$ cat src/rtl/i2c_fe_pkg.sv
package i2c_fe_pkg;

    // Index of each bus line inside the packed line vectors.
    localparam int unsigned LN_SCL  = 0;
    localparam int unsigned LN_SDA  = 1;
    localparam int unsigned N_LINES = 2;

    // Events reported to the protocol engine.
    typedef struct packed {
        logic start;
        logic stop;
        logic bit_vld;
        logic bit_val;
        logic scl_fall;
    } bus_evt_t;

    function automatic int unsigned ceil_div(input int unsigned num, input int unsigned den);
        return (num + den - 1) / den;
    endfunction

    // Consecutive stable cycles needed so that a spike of spike_ns is rejected.
    function automatic int unsigned filt_cycles(input int unsigned spike_ns, input int unsigned clk_ns);
        return ceil_div(spike_ns, clk_ns) + 1;
    endfunction

    // Cycles that cover the output hold time after a clock fall.
    function automatic int unsigned hold_cycles(input int unsigned hold_ns, input int unsigned clk_ns);
        return ceil_div(hold_ns, clk_ns);
    endfunction

endpackage

$ cat src/rtl/i2c_fe_filter.sv
// Synchronizer followed by a persistence filter: the output takes a new level
// only after the synchronized input has shown it for FILT_CYC straight cycles.
module i2c_fe_filter #(
    parameter int unsigned SYNC_STAGES = 2,
    parameter int unsigned FILT_CYC    = 6
) (
    input  logic clk,
    input  logic rst,
    input  logic raw_i,
    output logic filt_o
);
    localparam int unsigned CW = $clog2(FILT_CYC + 1);

    logic [SYNC_STAGES-1:0] sync_q;
    logic                   synced;
    logic [CW-1:0]          run_cnt;

    always_ff @(posedge clk) begin
        if (rst) begin
            sync_q <= '1;
        end else begin
            sync_q <= {sync_q[SYNC_STAGES-2:0], raw_i};
        end
    end

    assign synced = sync_q[SYNC_STAGES-1];

    always_ff @(posedge clk) begin
        if (rst) begin
            filt_o  <= 1'b1;
            run_cnt <= '0;
        end else if (synced == filt_o) begin
            run_cnt <= '0;
        end else if (run_cnt == CW'(FILT_CYC - 1)) begin
            filt_o  <= synced;
            run_cnt <= '0;
        end else begin
            run_cnt <= run_cnt + 1'b1;
        end
    end
endmodule

$ cat src/rtl/i2c_fe_detect.sv
// Start/stop/bit/fall detection on the filtered lines, plus frame tracking.
module i2c_fe_detect
    import i2c_fe_pkg::*;
(
    input  logic     clk,
    input  logic     rst,
    input  logic     scl_f,
    input  logic     sda_f,
    output logic     scl_prev_o,
    output logic     in_frame_o,
    output bus_evt_t evt_o
);
    logic sda_prev;
    logic start_c;
    logic stop_c;
    logic rise_c;
    logic fall_c;

    always_comb begin
        start_c = scl_f & scl_prev_o & sda_prev & ~sda_f;
        stop_c  = scl_f & scl_prev_o & ~sda_prev & sda_f;
        rise_c  = scl_f & ~scl_prev_o;
        fall_c  = ~scl_f & scl_prev_o;
    end

    always_ff @(posedge clk) begin
        if (rst) begin
            scl_prev_o <= 1'b1;
            sda_prev   <= 1'b1;
            in_frame_o <= 1'b0;
            evt_o      <= '0;
        end else begin
            scl_prev_o     <= scl_f;
            sda_prev       <= sda_f;
            evt_o.start    <= start_c;
            evt_o.stop     <= stop_c;
            evt_o.bit_vld  <= rise_c & in_frame_o;
            evt_o.scl_fall <= fall_c;
            if (rise_c) begin
                evt_o.bit_val <= sda_f;
            end
            if (start_c) begin
                in_frame_o <= 1'b1;
            end else if (stop_c) begin
                in_frame_o <= 1'b0;
            end
        end
    end
endmodule

$ cat src/rtl/i2c_fe_sda_hold.sv
// Open-drain enable that follows the engine request only while the clock is
// settled low and HOLD_CYC cycles have passed since the last clock fall.
module i2c_fe_sda_hold #(
    parameter int unsigned HOLD_CYC = 30
) (
    input  logic clk,
    input  logic rst,
    input  logic scl_f,
    input  logic scl_prev,
    input  logic pull_req,
    output logic oe_o
);
    localparam int unsigned HW = $clog2(HOLD_CYC + 1);

    logic [HW-1:0] hold_cnt;
    logic          fall_c;

    assign fall_c = scl_prev & ~scl_f;

    always_ff @(posedge clk) begin
        if (rst) begin
            hold_cnt <= '0;
            oe_o     <= 1'b0;
        end else if (fall_c) begin
            hold_cnt <= HW'(HOLD_CYC);
        end else if (hold_cnt != '0) begin
            hold_cnt <= hold_cnt - 1'b1;
        end else if (!scl_f && !scl_prev) begin
            oe_o <= pull_req;
        end
    end
endmodule

$ cat src/rtl/i2c_cond_frontend.sv
module i2c_cond_frontend
    import i2c_fe_pkg::*;
#(
    parameter int unsigned CLK_NS      = 10,
    parameter int unsigned SPIKE_NS    = 50,
    parameter int unsigned HOLD_NS     = 300,
    parameter int unsigned SYNC_STAGES = 2
) (
    input  logic clk,
    input  logic rst,
    input  logic scl_i,
    input  logic sda_i,
    input  logic sda_pull_req_i,
    output logic start_o,
    output logic stop_o,
    output logic bit_vld_o,
    output logic bit_val_o,
    output logic scl_fall_o,
    output logic sda_oe_o
);
    localparam int unsigned FILT_CYC = filt_cycles(SPIKE_NS, CLK_NS);
    localparam int unsigned HOLD_CYC = hold_cycles(HOLD_NS, CLK_NS);

    logic [N_LINES-1:0] raw_lines;
    logic [N_LINES-1:0] filt_lines;
    logic               scl_f;
    logic               sda_f;
    logic               scl_prev;
    logic               in_frame;
    bus_evt_t           evt;

    always_comb begin
        raw_lines         = '0;
        raw_lines[LN_SCL] = scl_i;
        raw_lines[LN_SDA] = sda_i;
    end

    for (genvar g = 0; g < N_LINES; g++) begin : g_line
        i2c_fe_filter #(
            .SYNC_STAGES (SYNC_STAGES),
            .FILT_CYC    (FILT_CYC)
        ) u_filt (
            .clk    (clk),
            .rst    (rst),
            .raw_i  (raw_lines[g]),
            .filt_o (filt_lines[g])
        );
    end

    assign scl_f = filt_lines[LN_SCL];
    assign sda_f = filt_lines[LN_SDA];

    i2c_fe_detect u_det (
        .clk        (clk),
        .rst        (rst),
        .scl_f      (scl_f),
        .sda_f      (sda_f),
        .scl_prev_o (scl_prev),
        .in_frame_o (in_frame),
        .evt_o      (evt)
    );

    i2c_fe_sda_hold #(
        .HOLD_CYC (HOLD_CYC)
    ) u_hold (
        .clk      (clk),
        .rst      (rst),
        .scl_f    (scl_f),
        .scl_prev (scl_prev),
        .pull_req (sda_pull_req_i),
        .oe_o     (sda_oe_o)
    );

    assign start_o    = evt.start;
    assign stop_o     = evt.stop;
    assign bit_vld_o  = evt.bit_vld;
    assign bit_val_o  = evt.bit_val;
    assign scl_fall_o = evt.scl_fall;
endmodule

$ cat config.mk
export PLATFORM = sky130hd
export DESIGN_NAME = i2c_cond_frontend
export DESIGN_NICKNAME = d
export VERILOG_FILES = /design/src/rtl/i2c_fe_pkg.sv /design/src/rtl/i2c_fe_filter.sv /design/src/rtl/i2c_fe_detect.sv /design/src/rtl/i2c_fe_sda_hold.sv /design/src/rtl/i2c_cond_frontend.sv
export SDC_FILE = /design/constraint.sdc
export NUM_CORES = 1
export LEC_CHECK = 0
export CAP_MARGIN = 40
export CORE_MARGIN = 2
export CORE_UTILIZATION = 53
export CTS_CLUSTER_SIZE = 28
export DETAILED_ROUTE_END_ITERATION = 8
export DONT_BUFFER_PORTS = 1
export PLACE_DENSITY = 0.69
export SLEW_MARGIN = 10
export SYNTH_ARGS = -nofsm -noshare
export SYNTH_HDL_FRONTEND = slang
export SYNTH_SLANG_ARGS = --single-unit
$ cat constraint.sdc
create_clock -name clk -period 1.6 [get_ports clk]
set_input_delay 0.32 -clock clk [delete_from_list [all_inputs] [get_ports clk]]
set_output_delay 0.32 -clock clk [all_outputs]
set_load 0.02 [all_outputs]
# Word-level counts from Yosys, hierarchy flattened
# Index checks and enable logic that the tools add are counted.
[totals]
register_bits = 26
in_bits = 5
output_inout_bits = 6
elab_cells = 56
[op_classes]
addsub = 3
eq_ne = 4
muxes = 4
bitwise = 16
reduce_logical = 12
[op_table]
columns = ["op", "n"]
rows = [
  ["2-to-1 mux 5 bit", 2],
  ["AND 1 bit", 8],
  ["NOT 1 bit", 8],
  ["adder 3 x 1 -> 3 bit, second input constant", 2],
  ["equality test 3 bit, second input constant", 2],
  ["OR reduction 3 bit", 2],
  ["nonzero test 5 bit", 1],
  ["subtractor 5 x 1 -> 5 bit, second input constant", 1],
  ["AND reduction 2 bit", 2],
  ["nonzero test 2 bit", 2],
  ["AND reduction 3 bit", 1],
  ["equality test 1 bit", 2],
  ["logical NOT 1 bit", 2],
  ["2-to-1 mux 1 bit", 2],
  ["OR reduction 2 bit", 1],
  ["logical AND 1 bit", 1],
]

# Depth between registers and ports, before layout
# Gate-level depths: netlist of the first run.
[depth]
word_depth = 5
depth_mapped = 6
mapped_depth_nobuf = 5

# Cells and area by module
# A second synthesis of the first run with hierarchy kept.
[unflattened]
hier_cells = 92
area_unflattened_um2 = 1001.0
[modules_own_cells]
columns = ["mod", "n_inst", "cells_per_inst", "area_each_um2", "seq_area_each_um2"]
rows = [
  ["i2c_fe_filter", 2, 19, 232.7, 120.1],
  ["i2c_fe_sda_hold", 1, 30, 277.8, 120.1],
  ["i2c_fe_detect", 1, 24, 257.7, 160.2],
]

# Least setup slack after synthesis of the first run
# OpenSTA, ideal clock, no wires.
[synth_path]
path_type = "reg-to-reg"
from = "reg u_hold.hold_cnt[0]"
to = "reg u_hold.oe_o"
setup_ns = 0.071
t_arrival_ns = 1.670
t_required_ns = 1.529
setup_slack_ns = -0.141
stages_incl_launch_ff = 7
n_path_buf = 1
synth_period_minus_slack_ns = 1.741
path_cell_list = "dfxtp_1 > inv_1 > ha_1 > or4b_1 > buf_2 > or4b_1 > a21oi_1"
[synth_between]
elab_chain_cells = 3
[synth_rtl]
columns = ["item", "line_no", "source"]
rows = [
  ["from (decl)", "i2c_fe_sda_hold.sv:15", "logic [HW-1:0] hold_cnt;"],
  ["from (signal assigned)", "i2c_fe_sda_hold.sv:25", "hold_cnt <= HW'(HOLD_CYC);"],
  ["from (signal assigned)", "i2c_fe_sda_hold.sv:27", "hold_cnt <= hold_cnt - 1'b1;"],
  ["nonzero test 5 bit", "i2c_fe_sda_hold.sv:26", "end else if (hold_cnt != '0) begin"],
  ["NOT 1 bit (no line)", "n/a", ""],
  ["AND reduction 3 bit (no line)", "n/a", ""],
  ["to (signal assigned)", "i2c_fe_sda_hold.sv:29", "oe_o <= pull_req;"],
  ["to (decl)", "i2c_fe_sda_hold.sv:11", "output logic oe_o"],
]
# Every way passes these cells.
# A chain may end at the register's enable or synchronous reset.

# Worst setup path after layout of the first run
[layout_path]
from = "reg u_hold.hold_cnt[1]"
to = "reg u_hold.oe_o"
# The elaborated chain is that of the path after synthesis.

==> summary.txt, run 1 <==
Final layout
  • Layout Nets: 114
  • Share of post-route cells with drive strength above 1: 9.71%
  • Finished Layout Cells: 128
  • Synthesis-to-layout area growth: 10.4%
  • Number of fill cells in the layout: 156
  • Final non-filler cell area: 1090 µm²
  • Antenna diodes: 0

Setup path
  • Register-to-register setup slack: -0.05 ns
  • Length in cells of the worst reg-to-reg path: 5
  • Launching instance or port of the critical path: u_hold.hold_cnt[1]$_SDFFE_PP0P_
  • Critical path start-end classification: flip-flop to flip-flop
  • Startpoint of the lowest-slack register-to-register path: u_hold.hold_cnt[1]$_SDFFE_PP0P_
  • Slowest cell on the critical path: or4b_1
  • Critical path launch point type: flip-flop
  • Maximum fanout along the worst path: 2
  • Crit. End Element: flip-flop
  • Sequence of cells on the critical path: inv_1, ha_1, or4b_4, or4b_1, a21oi_1
  • Required time of the worst setup path: 1.85 ns
  • Slowest cell delay on critical path: 0.47 ns
  • Critical register-to-register path endpoint: u_hold.oe_o$_SDFFE_PP0P_
  • Critical path data arrival time: 1.90 ns

Die
  • Horizontal extent of the die: 47.2 µm
  • Floorplan die area: 2220 µm²
  • Core Region: 1750 µm²
  • Vertical die dimension: 47.2 µm
  • Initial cell density of the core: 56.6%
  • Count of standard-cell rows: 15
  • I/O pin count: 11

Global routing
  • All-layer global routing usage: 16.0%
  • First-pass GRT wire length: 2420 µm
  • Number of antenna violations at the first check in global routing: 0
  • Total overflow reported by the global router: 0
  • Maximum number of pins on one net before global-route repair: 23
  • Via count of the first global-routing pass: 581

Placement
  • Number of placed instances, taps included: 124
  • Sum of net half-perimeters after detailed placement: 1040 µm
  • Number of I/O port buffers: 0
  • Routability-driven placement congestion ratio: 0.817
  • Post-placement cell area: 1030 µm²

Routing
  • Via density per instance: 5.24
  • Post-detailed-route count of antenna-violating nets: 0
  • Number of iterations in the first detailed-routing pass: 4
  • Total via count after detailed routing: 671
  • Detailed-route wire length per cell: 11.3 µm
  • WL final: 1450 µm
  • DR DRC count: 0
  • Iteration-0 DRC Markers: 7

STA
  • Relative slew margins: 75.6%
  • Count of endpoints failing setup in the final report: 1
  • Tightest Pin Transition: 0.365 ns
  • Unrepaired setup endpoints after global routing: true
  • Clock Skew: 0.00444 ns
  • Fin crit share: 103%
  • Maximum achievable frequency: 608 MHz
  • Post-Route Hold Slack: 0.0584 ns
  • Fin worst setup slack: -0.0456 ns
  • Max-slew violation count: 0
  • Min Clock Period, post-route: 1.65 ns
  • Final hold vios: 0

Synth
  • Count of synthesis-stage warnings from yosys: 0
  • Number of cells produced by synthesis: 99
  • Synth cell types: 27
  • Average size of a mapped cell: 9.97 µm²
  • Flip-flop and latch count after synthesis: 26
  • Synth top area cells: dfxtp_1 53%, ha_1 6.3%, nor2_1 4.2%, or2_1 3.8%, nand2b_1 3.2%
  • Portion of the post-synthesis area used by sequential elements: 52.7%
  • Mapped Area: 987 µm²
  • Syn Nets: 109
  • Biggest area consumer among synthesized cells: dfxtp_1
  • Fraction of synthesized cell area taken by the top area cell type: 52.7%

Power and ir drop
  • Clock network power share: 28.3%
  • Internal Pwr Total: 1.16 mW
  • Switching power share of the total: 23.3%
  • Share of total power in sequential cells: 48.6%
  • Leakage dissipation: 0.439 nW
  • Power density over the cells: 1390 nW/µm²
  • P_sw: 0.354 mW
  • Comb power frac: 23.1%
  • VDD IR max: 0.000731 V

Min path
  • Worst hold path type: input pin to flip-flop
  • Min-delay src: rst
  • Endpoint of the worst hold path: u_hold.hold_cnt[1]$_SDFFE_PP0P_
  • Cell depth of the worst hold path: 1

Status
  • Run status: finished with violations
  • Violated checks: setup timing

Clocking
  • Hold buffer count at cts: 0
  • Sinks on Clock Net: 26
  • Clock insertion delay at the later pin of the skew report: 0.31 ns
  • CTS Root Buffer Type: clkbuf_4
  • CTS tree: done
  • CTS H-tree lvls: 1
  • Inserted Clock Buffers: 3
  • Maximum count of clock buffers along a single path: 2
  • Clock slew at the register clock pins of the worst setup and hold paths: 0.13 ns

Run
  • # Max-Cap Violations: 0
## flip-flops by register name, indices dropped and copies added (netlist names)
signal                 flops
u_hold.oe_o                1
u_det.scl_prev_o           1
u_det.sda_prev             1
u_det.evt_o                5
u_hold.hold_cnt            5
u_det.in_frame_o           1
g_line.u_filt.run_cnt      6
g_line.u_filt.filt_o       2
g_line.u_filt.sync_q       4
## through the flow
step / setup slack [ns] / util (%) / power, mW / setup TNS (ns)
2_1_floorplan: -0.141 / - / 0.980 / -0.141
3_3_place_gp: 0.0265 / 59.1 / 1.07 / 0
3_5_place_dp: -0.0280 / 59.1 / 1.08 / -0.0280
4_1_cts: -0.0585 / 62.2 / 1.52 / -0.0585
5_1_grt: -0.106 / 62.4 / 1.62 / -0.107
6_report: -0.0456 / 62.4 / 1.52 / -0.0456
## repair_timing
action | 4_1_cts | 5_1_grt
gates resized for setup | 0 | 2
setup buffers | 0 | 0
endpoints found under the setup margin | 1 | 3
## power by group through the flow
stage	logic [mW]	registers [mW]	clock network, mW
2_1_floorplan	0.234	0.746	0
3_3_place_gp	0.323	0.748	0
3_5_place_dp	0.329	0.750	0
4_1_cts	0.332	0.735	0.450
5_1_grt	0.399	0.746	0.475
6_report	0.350	0.738	0.430
## metal layers
metal | wire, µm | vias up | global-route usage, %
met5 | 0 | - | 0
met4 | 12 | 0 | 8.33
met3 | 34 | 2 | 4.62
met2 | 690 | 9 | 23.3
met1 | 714 | 319 | 21.4
li1 | - | 341 | -
## worst max-delay path: cells and delay by family (launching register included)
| kind | cells | cell delay [ns] |
|---|---|---|
| AO/OA/AOI/OAI | 1 | 0.13 |
| adder cells (fa/ha/maj) | 1 | 0.15 |
| AND/OR/NAND/NOR | 2 | 0.92 |
| buffers and inverters | 1 | 0.05 |
| flip-flops | 1 | 0.34 |
## synthesized netlist by cell type
master	count
nand2_1	3
and3_1	2
nor2_1	11
nor4b_1	1
a311oi_1	2
clkbuf_1	3
inv_1	5
o21ai_0	1
buf_2	1
xnor2_1	3
a211o_1	2
o22ai_1	1
or2_1	6
mux2i_1	3
o31ai_1	1
nand2b_1	5
ha_1	5
a21o_1	1
or3b_1	2
a31oi_1	2
or4b_1	2
dfxtp_1	26
a21oi_1	2
nor3_1	6
nor2b_1	1
nand3_1	1
or2b_1	1
## how the worst max path moves through the flow
stage               slack, ns  depth (start not counted)                        to
CTS                     -0.06                          5  u_hold.oe_o$_SDFFE_PP0P_
floorplan               -0.14                          6  u_hold.oe_o$_SDFFE_PP0P_
finish                  -0.05                          5  u_hold.oe_o$_SDFFE_PP0P_
detailed placement      -0.03                          5  u_hold.oe_o$_SDFFE_PP0P_
global route            -0.11                          5  u_hold.oe_o$_SDFFE_PP0P_
global placement         0.03                          5  u_hold.oe_o$_SDFFE_PP0P_
## cell families after synthesis
family	share of synthesized area (%)
and+or+nand+nor	23.2
DFF	52.7
AOI/OAI and AO/OA	8.49
buffers and inverters	3.55
adders and majority gates	6.34
xor gates and xnor gates	2.66
muxes	3.04
## cells in the final DEF (no fill, tap or decap), drive strengths merged, types with 3 or more instances in the layout
cell	count
nand2	3
inv	5
nor3	6
xnor2	3
dfxtp	26
mux2i	3
ha	5
nand2b	5
buf	4
or2	6
clkbuf	3
nor2	11
## area by class of cell
cell class / count / area, µm² / area share (%)
sequential: 26 / 522 / 47.9
tap: 25 / 31.3 / 2.87
timing repair buffer: 4 / 30.0 / 2.76
clock buffer: 3 / 22.5 / 2.07
clock inverter: 1 / 30.0 / 2.76
inverter: 5 / 18.8 / 1.72
multi-input combinational: 64 / 435 / 40.0
Note: power is estimated with default switching activity, not from simulation.
==> inputs of run 2 (changes only) <==
--- a/config.mk
+++ b/config.mk
@@ -5,6 +5,7 @@
 export SDC_FILE = /design/constraint.sdc
 export NUM_CORES = 1
 export LEC_CHECK = 0
+export ABC_AREA = 1
 export CAP_MARGIN = 40
 export CORE_MARGIN = 2
 export CORE_UTILIZATION = 53
==> run 2 against run 1 <==
Net effect:
- the flow now finishes without violations
- flip-flop and latch count unchanged
- clock skew up 0.0020 ns
- setup slack better by 0.51 ns
- wire length up 0.34%
- cell area down 2.5%
- critical path depth up 2
- global-route usage up 0.71 points
- critical path type unchanged
==> summary.txt, run 2 <==
Die
  • Vertical die dimension: 47.7 µm (+1.1%)
  • Initial cell density of the core: 57.3% (+0.75 points)
  • Count of standard-cell rows: 15 (unchanged)
  • Core Region: 1760 µm² (+1.1%)
  • Horizontal extent of the die: 47.7 µm (+1.1%)
  • Floorplan die area: 2270 µm² (+2.2%)
  • I/O pin count: 11 (unchanged)

Synth
  • Most frequent cells after synthesis: 26 x dfxtp_1, 16 x nand2_1, 15 x nor2_1, 11 x inv_1, 7 x nand3_1
  • Flip-flop and latch count after synthesis: 26 (unchanged)
  • Syn Nets: 123 (+13%)
  • Adder-cell share of the synthesized area: 6.19% (-0.15 points)
  • Mapped Area: 1010 µm² (+2.4%)
  • Mux share of post-synthesis cell area: 0% (-3.0 points)
  • Dominant combinational cell family by area after synthesis: simple AND/OR/NAND/NOR gates
  • Number of cells produced by synthesis: 113 (+14%)
  • Average size of a mapped cell: 8.95 µm² (-10%)
  • Top-count cell post-synth: dfxtp_1
  • Fraction of synthesized cell area taken by the top area cell type: 51.5% (-1.2 points)
  • Post-synthesis compound-gate area fraction: 5.20% (-3.3 points)
  • Synth async-reset ratio: 0% (unchanged)
  • Count of synthesis-stage warnings from yosys: 0 (unchanged)
  • Portion of the post-synthesis area used by sequential elements: 51.5% (-1.2 points)
  • Dominant register cell in the synthesized netlist: dfxtp_1
  • Synth top area cells: dfxtp_1 51%, ha_1 6.2%, nand2_1 5.9%, nor2_1 5.6%, inv_1 4.1%
  • Share of the synthesized netlist area taken by xor and xnor gates: 5.07% (+2.4 points)
  • Simple-Gate Fraction of Synth Area: 25.2% (+2.1 points)
  • Synth cell types: 24 (-11%)
  • Post-synth EDFFs: 0 (unchanged)
  • Biggest area consumer among synthesized cells: dfxtp_1

Power and ir drop
  • Power density over the cells: 1270 nW/µm² (-8.8%)
  • Post-layout power: 1.35 mW (-11%)
  • Leakage dissipation: 0.452 nW (+3.1%)
  • VDD IR max: 0.000828 V (+13%)

STA
  • Min Clock Period, post-route: 1.13 ns (-0.513 ns)
  • Fin crit share: 70.8% (-32 points)
  • Relative slew margins: 68.7% (-6.9 points)
  • Post-Route Hold Slack: 0.0505 ns (-0.00786 ns)
  • Count of endpoints failing setup in the final report: 0 (-1)
  • Max-slew violation count: 0 (unchanged)
  • Tightest Pin Transition: 0.469 ns (+0.104 ns)
  • Clock Skew: 0.00644 ns (+0.00200 ns)
  • Final hold vios: 0 (unchanged)
  • Sum of negative setup slack: 0 ns (+0.0456 ns)
  • Unrepaired setup endpoints after global routing: false
  • Maximum achievable frequency: 883 MHz (+45%)

Final layout
  • Number of fill cells in the layout: 175 (+12%)
  • Sequential cell area: 520 µm² (-0.24%)
  • Synthesis-to-layout area growth: 5.07%
  • Share of post-route cells with drive strength above 1: 16.5% (+6.8 points)
  • Largest reg by FF count: g_line.u_filt.run_cnt
  • Most common cell after layout, fill and taps aside: dfxtp_1
  • Largest registers: g_line.u_filt.run_cnt (6), u_det.evt_o (5), u_hold.hold_cnt (5)
  • Antenna diodes: 0 (unchanged)
  • Layout Nets: 126 (+11%)
  • Flip-flop count of the largest register after layout: 6 (unchanged)
  • Most frequent cells in the layout: 26 x dfxtp_1, 16 x nand2_1, 15 x nor2_1, 11 x inv_1, 7 x nand3_1
  • Area occupied by multi-input gates: 422 µm² (-3.2%)

Setup path
  • CP bufs+invs: 1 (unchanged)
  • Critical register-to-register path endpoint: u_hold.oe_o$_SDFFE_PP0P_
  • Slowest cell delay on critical path: 0.34 ns (-0.13 ns)
  • Required time of the worst setup path: 1.83 ns (-0.02 ns)
  • Sequence of cells on the critical path: inv_1, ha_1, nand2_1, nor2_1, nand4_1, nand2_1, nor2_1
  • Launching instance or port of the critical path: u_hold.hold_cnt[0]$_SDFFE_PP0P_
  • CP top delay family: simple AND/OR/NAND/NOR gates
  • Register-to-register setup slack: 0.47 ns (+0.51 ns)
  • Critical path data arrival time: 1.36 ns (-0.54 ns)
  • Length in cells of the worst reg-to-reg path: 7 (+2)
  • Maximum fanout along the worst path: 3 (+1)
  • Startpoint of the lowest-slack register-to-register path: u_hold.hold_cnt[0]$_SDFFE_PP0P_
  • Critical path launch point type: flip-flop
  • Critical path start-end classification: flip-flop to flip-flop
  • Crit. End Element: flip-flop
  • Slowest cell on the critical path: dfxtp_1

Global routing
  • Met1 track demand over resource: 19.4% (-2.0 points)
  • Met3 GRT Util: 4.53% (-0.087 points)
  • Total overflow reported by the global router: 0 (unchanged)
  • Maximum number of pins on one net before global-route repair: 15 (-35%)
  • Met2 Track Usage GR: 27.6% (+4.3 points)
  • First-pass GRT wire length: 2550 µm (+5.2%)
  • All-layer global routing usage: 16.7% (+0.71 points)
  • Via count of the first global-routing pass: 629 (+8.3%)
  • Number of antenna violations at the first check in global routing: 0 (unchanged)
  • GRT Max-Usage Layer: met2

Clocking
  • CTS tree: done
  • Inserted Clock Buffers: 3 (unchanged)
  • Setup Buffers After CTS: 0 (unchanged)
  • Clock slew at the register clock pins of the worst setup and hold paths: 0.13 ns (about the same)
  • Hold buffer count at cts: 0 (unchanged)
  • Sinks on Clock Net: 26 (unchanged)
  • Clock insertion delay at the later pin of the skew report: 0.31 ns (about the same)
  • CTS H-tree lvls: 1 (unchanged)
  • CTS Root Buffer Type: clkbuf_4
  • Maximum count of clock buffers along a single path: 2 (unchanged)
  • Post-cts resize count: 0 (unchanged)

Routing
  • Number of iterations in the first detailed-routing pass: 4 (unchanged)
  • Via density per instance: 4.91 (-6.4%)
  • DR DRC count: 0 (unchanged)
  • WL final: 1460 µm (+0.34%)
  • Total via count after detailed routing: 687 (+2.4%)
  • Detailed-route wire length per cell: 10.4 µm (-8.3%)
  • Iteration-0 DRC Markers: 4 (-3)
  • Post-detailed-route count of antenna-violating nets: 0 (unchanged)

Run
  • # Max-Cap Violations: 0 (unchanged)

Placement
  • Routability-driven placement congestion ratio: 0.728 (-11%)
  • Sum of net half-perimeters after detailed placement: 1090 µm (+5.0%)
  • Number of I/O port buffers: 0 (unchanged)

Min path
  • Endpoint of the worst hold path: u_hold.hold_cnt[3]$_SDFFE_PP0P_
  • Worst hold path type: input pin to flip-flop
  • Cell depth of the worst hold path: 1 (unchanged)
  • Min-delay src: rst

Status
  • Run status: complete, no violations
[run 2: cell families (layout without fill, tap and decap cells)]
family | count (synthesis) | in the layout
simple gates | 52 | 52
flops | 26 | 26
compound gates | 9 | 9
buf+inv | 16 | 18
fa+ha+maj | 5 | 5
xor+xnor | 5 | 5
[run 2: worst register-to-register path, stage by stage (launching register included)]
cell     delay, ns
dfxtp_1       0.34
inv_1         0.07
ha_1          0.22
nand2_1       0.07
nor2_1        0.14
nand4_1       0.10
nand2_1       0.07
nor2_1        0.04
[run 2: where the power goes]
part / switching (mW) / total, mW / internal, mW
Sequential: 0.0401 / 0.741 / 0.701
Combinational: 0.172 / 0.290 / 0.119
Clock: 0.179 / 0.318 / 0.139
Total: 0.391 / 1.35 / 0.959
[run 2: stage by stage]
step | utilization, % | instance area, µm² | setup slack, ns | std cells
4_1_cts | 60.2 | 1060 | 0.449 | 140
2_1_floorplan | - | 1010 | 0.590 | 113
6_report | 60.2 | 1060 | 0.468 | 140
3_3_place_gp | 58.2 | 1030 | 0.499 | 136
3_5_place_dp | 58.2 | 1030 | 0.479 | 136
5_1_grt | 60.2 | 1060 | 0.316 | 140
[run 2: worst max path at each step]
stage                                           to  slack (ns)  cells past startpoint
after CTS                 u_hold.oe_o$_SDFFE_PP0P_        0.45                      7
after global placement    u_hold.oe_o$_SDFFE_PP0P_        0.50                      7
after detailed placement  u_hold.oe_o$_SDFFE_PP0P_        0.48                      7
after floorplan           u_hold.oe_o$_SDFFE_PP0P_        0.59                      7
final                     u_hold.oe_o$_SDFFE_PP0P_        0.47                      7
after global routing      u_hold.oe_o$_SDFFE_PP0P_        0.32                      7
[run 2: final cells by class]
class                   count  area share (%)
flip-flops and latches     26            49.0
multi-input cells          71            39.7
well taps                  25            2.94
inverters                  14            4.95
clock buffers               4            3.42
[run 2: layer usage]
metal | vias to the layer above | routed length [µm]
met5 | - | 0
met4 | 0 | 36
met3 | 4 | 43
met2 | 10 | 695
met1 | 311 | 681
li1 | 362 | -
==> inputs of run 3 (changes only) <==
==> constraint.sdc (replaced) <==
create_clock -name clk -period 0.9 [get_ports clk]
set_input_delay 0.18 -clock clk [delete_from_list [all_inputs] [get_ports clk]]
set_output_delay 0.18 -clock clk [all_outputs]
set_load 0.02 [all_outputs]
==> run 3 against run 2 <==
Net effect:
- the run now ends with setup timing left
- cell count up 7.9%
- cell area rose by 23%
- global-route usage increased by 2.0 points
- non-clock buffer count up 11
- sequential share of layout area is 7.1 points lower
- clock skew fell by 0.0012 ns
- first-iteration DRC count grew to 2.8 times the previous value
- critical endpoint is now g_line[0].u_filt.sync_q[0]$_SDFF_PP1_
- highest routed layer unchanged
==> summary.txt, run 3 (synthesis gave the netlist of run 2 again) <==
Final layout
  • Antenna diodes: 0 (unchanged)
  • Synthesis-to-layout area growth: 29.6%
  • Most common cell after layout, fill and taps aside: nand2_1
  • Number of fill cells in the layout: 130 (-26%)
  • Largest registers: g_line.u_filt.run_cnt (6), u_det.evt_o (5), u_hold.hold_cnt (5)
  • Largest reg by FF count: g_line.u_filt.run_cnt
  • Most frequent cells in the layout: 14 x nand2_1, 11 x nor2_1, 11 x dfxtp_2, 11 x dfxtp_1, 8 x inv_2
  • Share of post-route cells with drive strength above 1: 48.4% (+32 points)
  • Final cell utilization of the core: 74.3% (+14 points)
  • Flip-flop count of the largest register after layout: 6 (unchanged)
  • Layout Nets: 137 (+8.7%)

Setup path
  • Slowest cell delay on critical path: 0.71 ns (+0.37 ns)
  • Critical register-to-register path endpoint: u_hold.oe_o$_SDFFE_PP0P_
  • CP bufs+invs: 1 (unchanged)
  • Required time of the worst setup path: 1.14 ns (-0.69 ns)
  • Register-to-register setup slack: -0.09 ns (-0.56 ns)
  • Critical path depth in cells: 2 (-5)
  • Length in cells of the worst reg-to-reg path: 6 (-1)
  • CP top delay family: buffers and inverters
  • Launching instance or port of the critical path: rst
  • Critical path start-end classification: input pin to flip-flop
  • Crit. End Element: flip-flop
  • Slowest cell on the critical path: dlygate4sd3_1
  • Maximum fanout along the worst path: 12 (+9)
  • End point of the critical path: g_line[0].u_filt.sync_q[0]$_SDFF_PP1_
  • Startpoint of the lowest-slack register-to-register path: u_hold.hold_cnt[0]$_SDFFE_PP0P_
  • Sequence of cells on the critical path: dlygate4sd3_1, or2_2
  • Critical path data arrival time: 1.25 ns (-0.11 ns)
  • Critical path launch point type: input pin

Clocking
  • CTS Root Buffer Type: clkbuf_4
  • Maximum count of clock buffers along a single path: 2 (unchanged)
  • CTS tree: done
  • CTS H-tree lvls: 1 (unchanged)
  • Clock insertion delay at the later pin of the skew report: 0.34 ns (+0.03 ns)
  • Inserted Clock Buffers: 3 (unchanged)
  • Clock slew at the register clock pins of the worst setup and hold paths: 0.14 ns (about the same)
  • Sinks on Clock Net: 26 (unchanged)

Routing
  • Post-detailed-route count of antenna-violating nets: 0 (unchanged)
  • Iteration-0 DRC Markers: 11 (+7)
  • Number of iterations in the first detailed-routing pass: 4 (unchanged)
  • WL final: 1810 µm (+24%)
  • Detailed-route wire length per cell: 12.0 µm (+15%)
  • Total via count after detailed routing: 741 (+7.9%)
  • DR DRC count: 0 (unchanged)
  • Via density per instance: 4.91 (about the same)

Status
  • Run status: finished with violations
  • Violated checks: setup timing

Power and ir drop
  • Power density over the cells: 2230 nW/µm² (+75%)
  • Leakage dissipation: 0.542 nW (+20%)
  • VDD IR max: 0.00173 V (+110%)

Die
  • Initial cell density of the core: 57.3% (unchanged)
  • Core Region: 1760 µm² (unchanged)
  • Vertical die dimension: 47.7 µm (unchanged)
  • Count of standard-cell rows: 15 (unchanged)
  • I/O pin count: 11 (unchanged)
  • Floorplan die area: 2270 µm² (unchanged)
  • Horizontal extent of the die: 47.7 µm (unchanged)

Min path
  • Worst hold path type: input pin to flip-flop
  • Min-delay src: rst

Placement
  • Number of I/O port buffers: 0 (unchanged)
  • Routability-driven placement congestion ratio: 0.781 (+7.3%)
  • Sum of net half-perimeters after detailed placement: 1160 µm (+6.2%)

STA
  • Min Clock Period, post-route: 1.02 ns
  • Relative slew margins: 69.8% (+1.2 points)
  • Max-slew violation count: 0 (unchanged)
  • Fin worst setup slack: -0.116 ns (-0.584 ns)
  • Unrepaired setup endpoints after global routing: true
  • Clock Skew: 0.00520 ns (-0.00124 ns)
  • Final hold vios: 0 (unchanged)
  • Post-Route Hold Slack: 0.00421 ns (-0.0463 ns)
  • Maximum achievable frequency: 984 MHz
  • Fin crit share: 113%
  • Count of endpoints failing setup in the final report: 21 (+21)
  • Tightest Pin Transition: 0.451 ns (-0.0184 ns)

Global routing
  • Number of antenna violations at the first check in global routing: 0 (unchanged)
  • Total overflow reported by the global router: 0 (unchanged)
  • First-pass GRT wire length: 2690 µm (+5.7%)
  • Via count of the first global-routing pass: 634 (+0.79%)
  • All-layer global routing usage: 18.7% (+2.0 points)
  • Maximum number of pins on one net before global-route repair: 16 (+1)

Run
  • # Max-Cap Violations: 0 (unchanged)
## run 3: stage by stage
step	cells	worst slack, ns	setup TNS, ns	instance area, µm²	power (mW)
final	151	-0.116	-1.08	1310	2.92
after global routing	151	-0.174	-1.93	1310	3.08
after CTS	149	-0.101	-0.603	1220	2.92
after detailed placement	142	-0.128	-0.523	1090	2.01
after global placement	142	-0.0876	-0.280	1090	1.98
after floorplan	113	-0.0607	-0.113	1030	1.85
## run 3: how the worst min path moves through the flow
stage	depth (start not counted)	slack, ns	to
after floorplan	1	0.28	g_line[0].u_filt.sync_q[0]$_SDFF_PP1_
after global placement	1	0.25	u_hold.hold_cnt[2]$_SDFFE_PP0P_
after detailed placement	1	0.25	u_det.evt_o[1]$_SDFFE_PP0N_
after CTS	1	-0.13	u_det.evt_o[1]$_SDFFE_PP0N_
after global routing	2	0.009	u_det.sda_prev$_SDFF_PP1_
final	2	0.004	u_det.sda_prev$_SDFF_PP1_
## run 3: timing repair
item | CTS | global route
endpoints found under the hold margin | 13 | 12
pin swaps | 12 | 10
gates resized for setup | 22 | 19
hold buffers | 2 | 1
buffers inserted | 1 | 1
endpoints found under the setup margin | 18 | 22
gates cloned | 0 | 0
## run 3: layout make-up
type	count	area, µm²	area share [%]
clock buffer	3	22.5	1.72
clock inverter	1	30.0	2.29
inverter	14	52.6	4.01
multi-input combinational	71	523	39.9
sequential	26	549	41.9
tap	25	31.3	2.39
timing repair buffer	11	101	7.74
## run 3: per-layer routing
metal	routed length, µm	track usage, %	vias up
li1	-	-	383
met1	778	20.7	339
met2	889	29.5	15
met3	87	7.17	4
met4	51	13.0	0
met5	0	0	-
## run 3: report_power, final
| part | total (mW) | leakage, nW | internal, mW | switching [mW] |
|---|---|---|---|---|
| logic | 0.785 | 0.298 | 0.379 | 0.406 |
| clock network | 0.814 | 0.0279 | 0.451 | 0.362 |
| registers | 1.32 | 0.217 | 1.24 | 0.0789 |
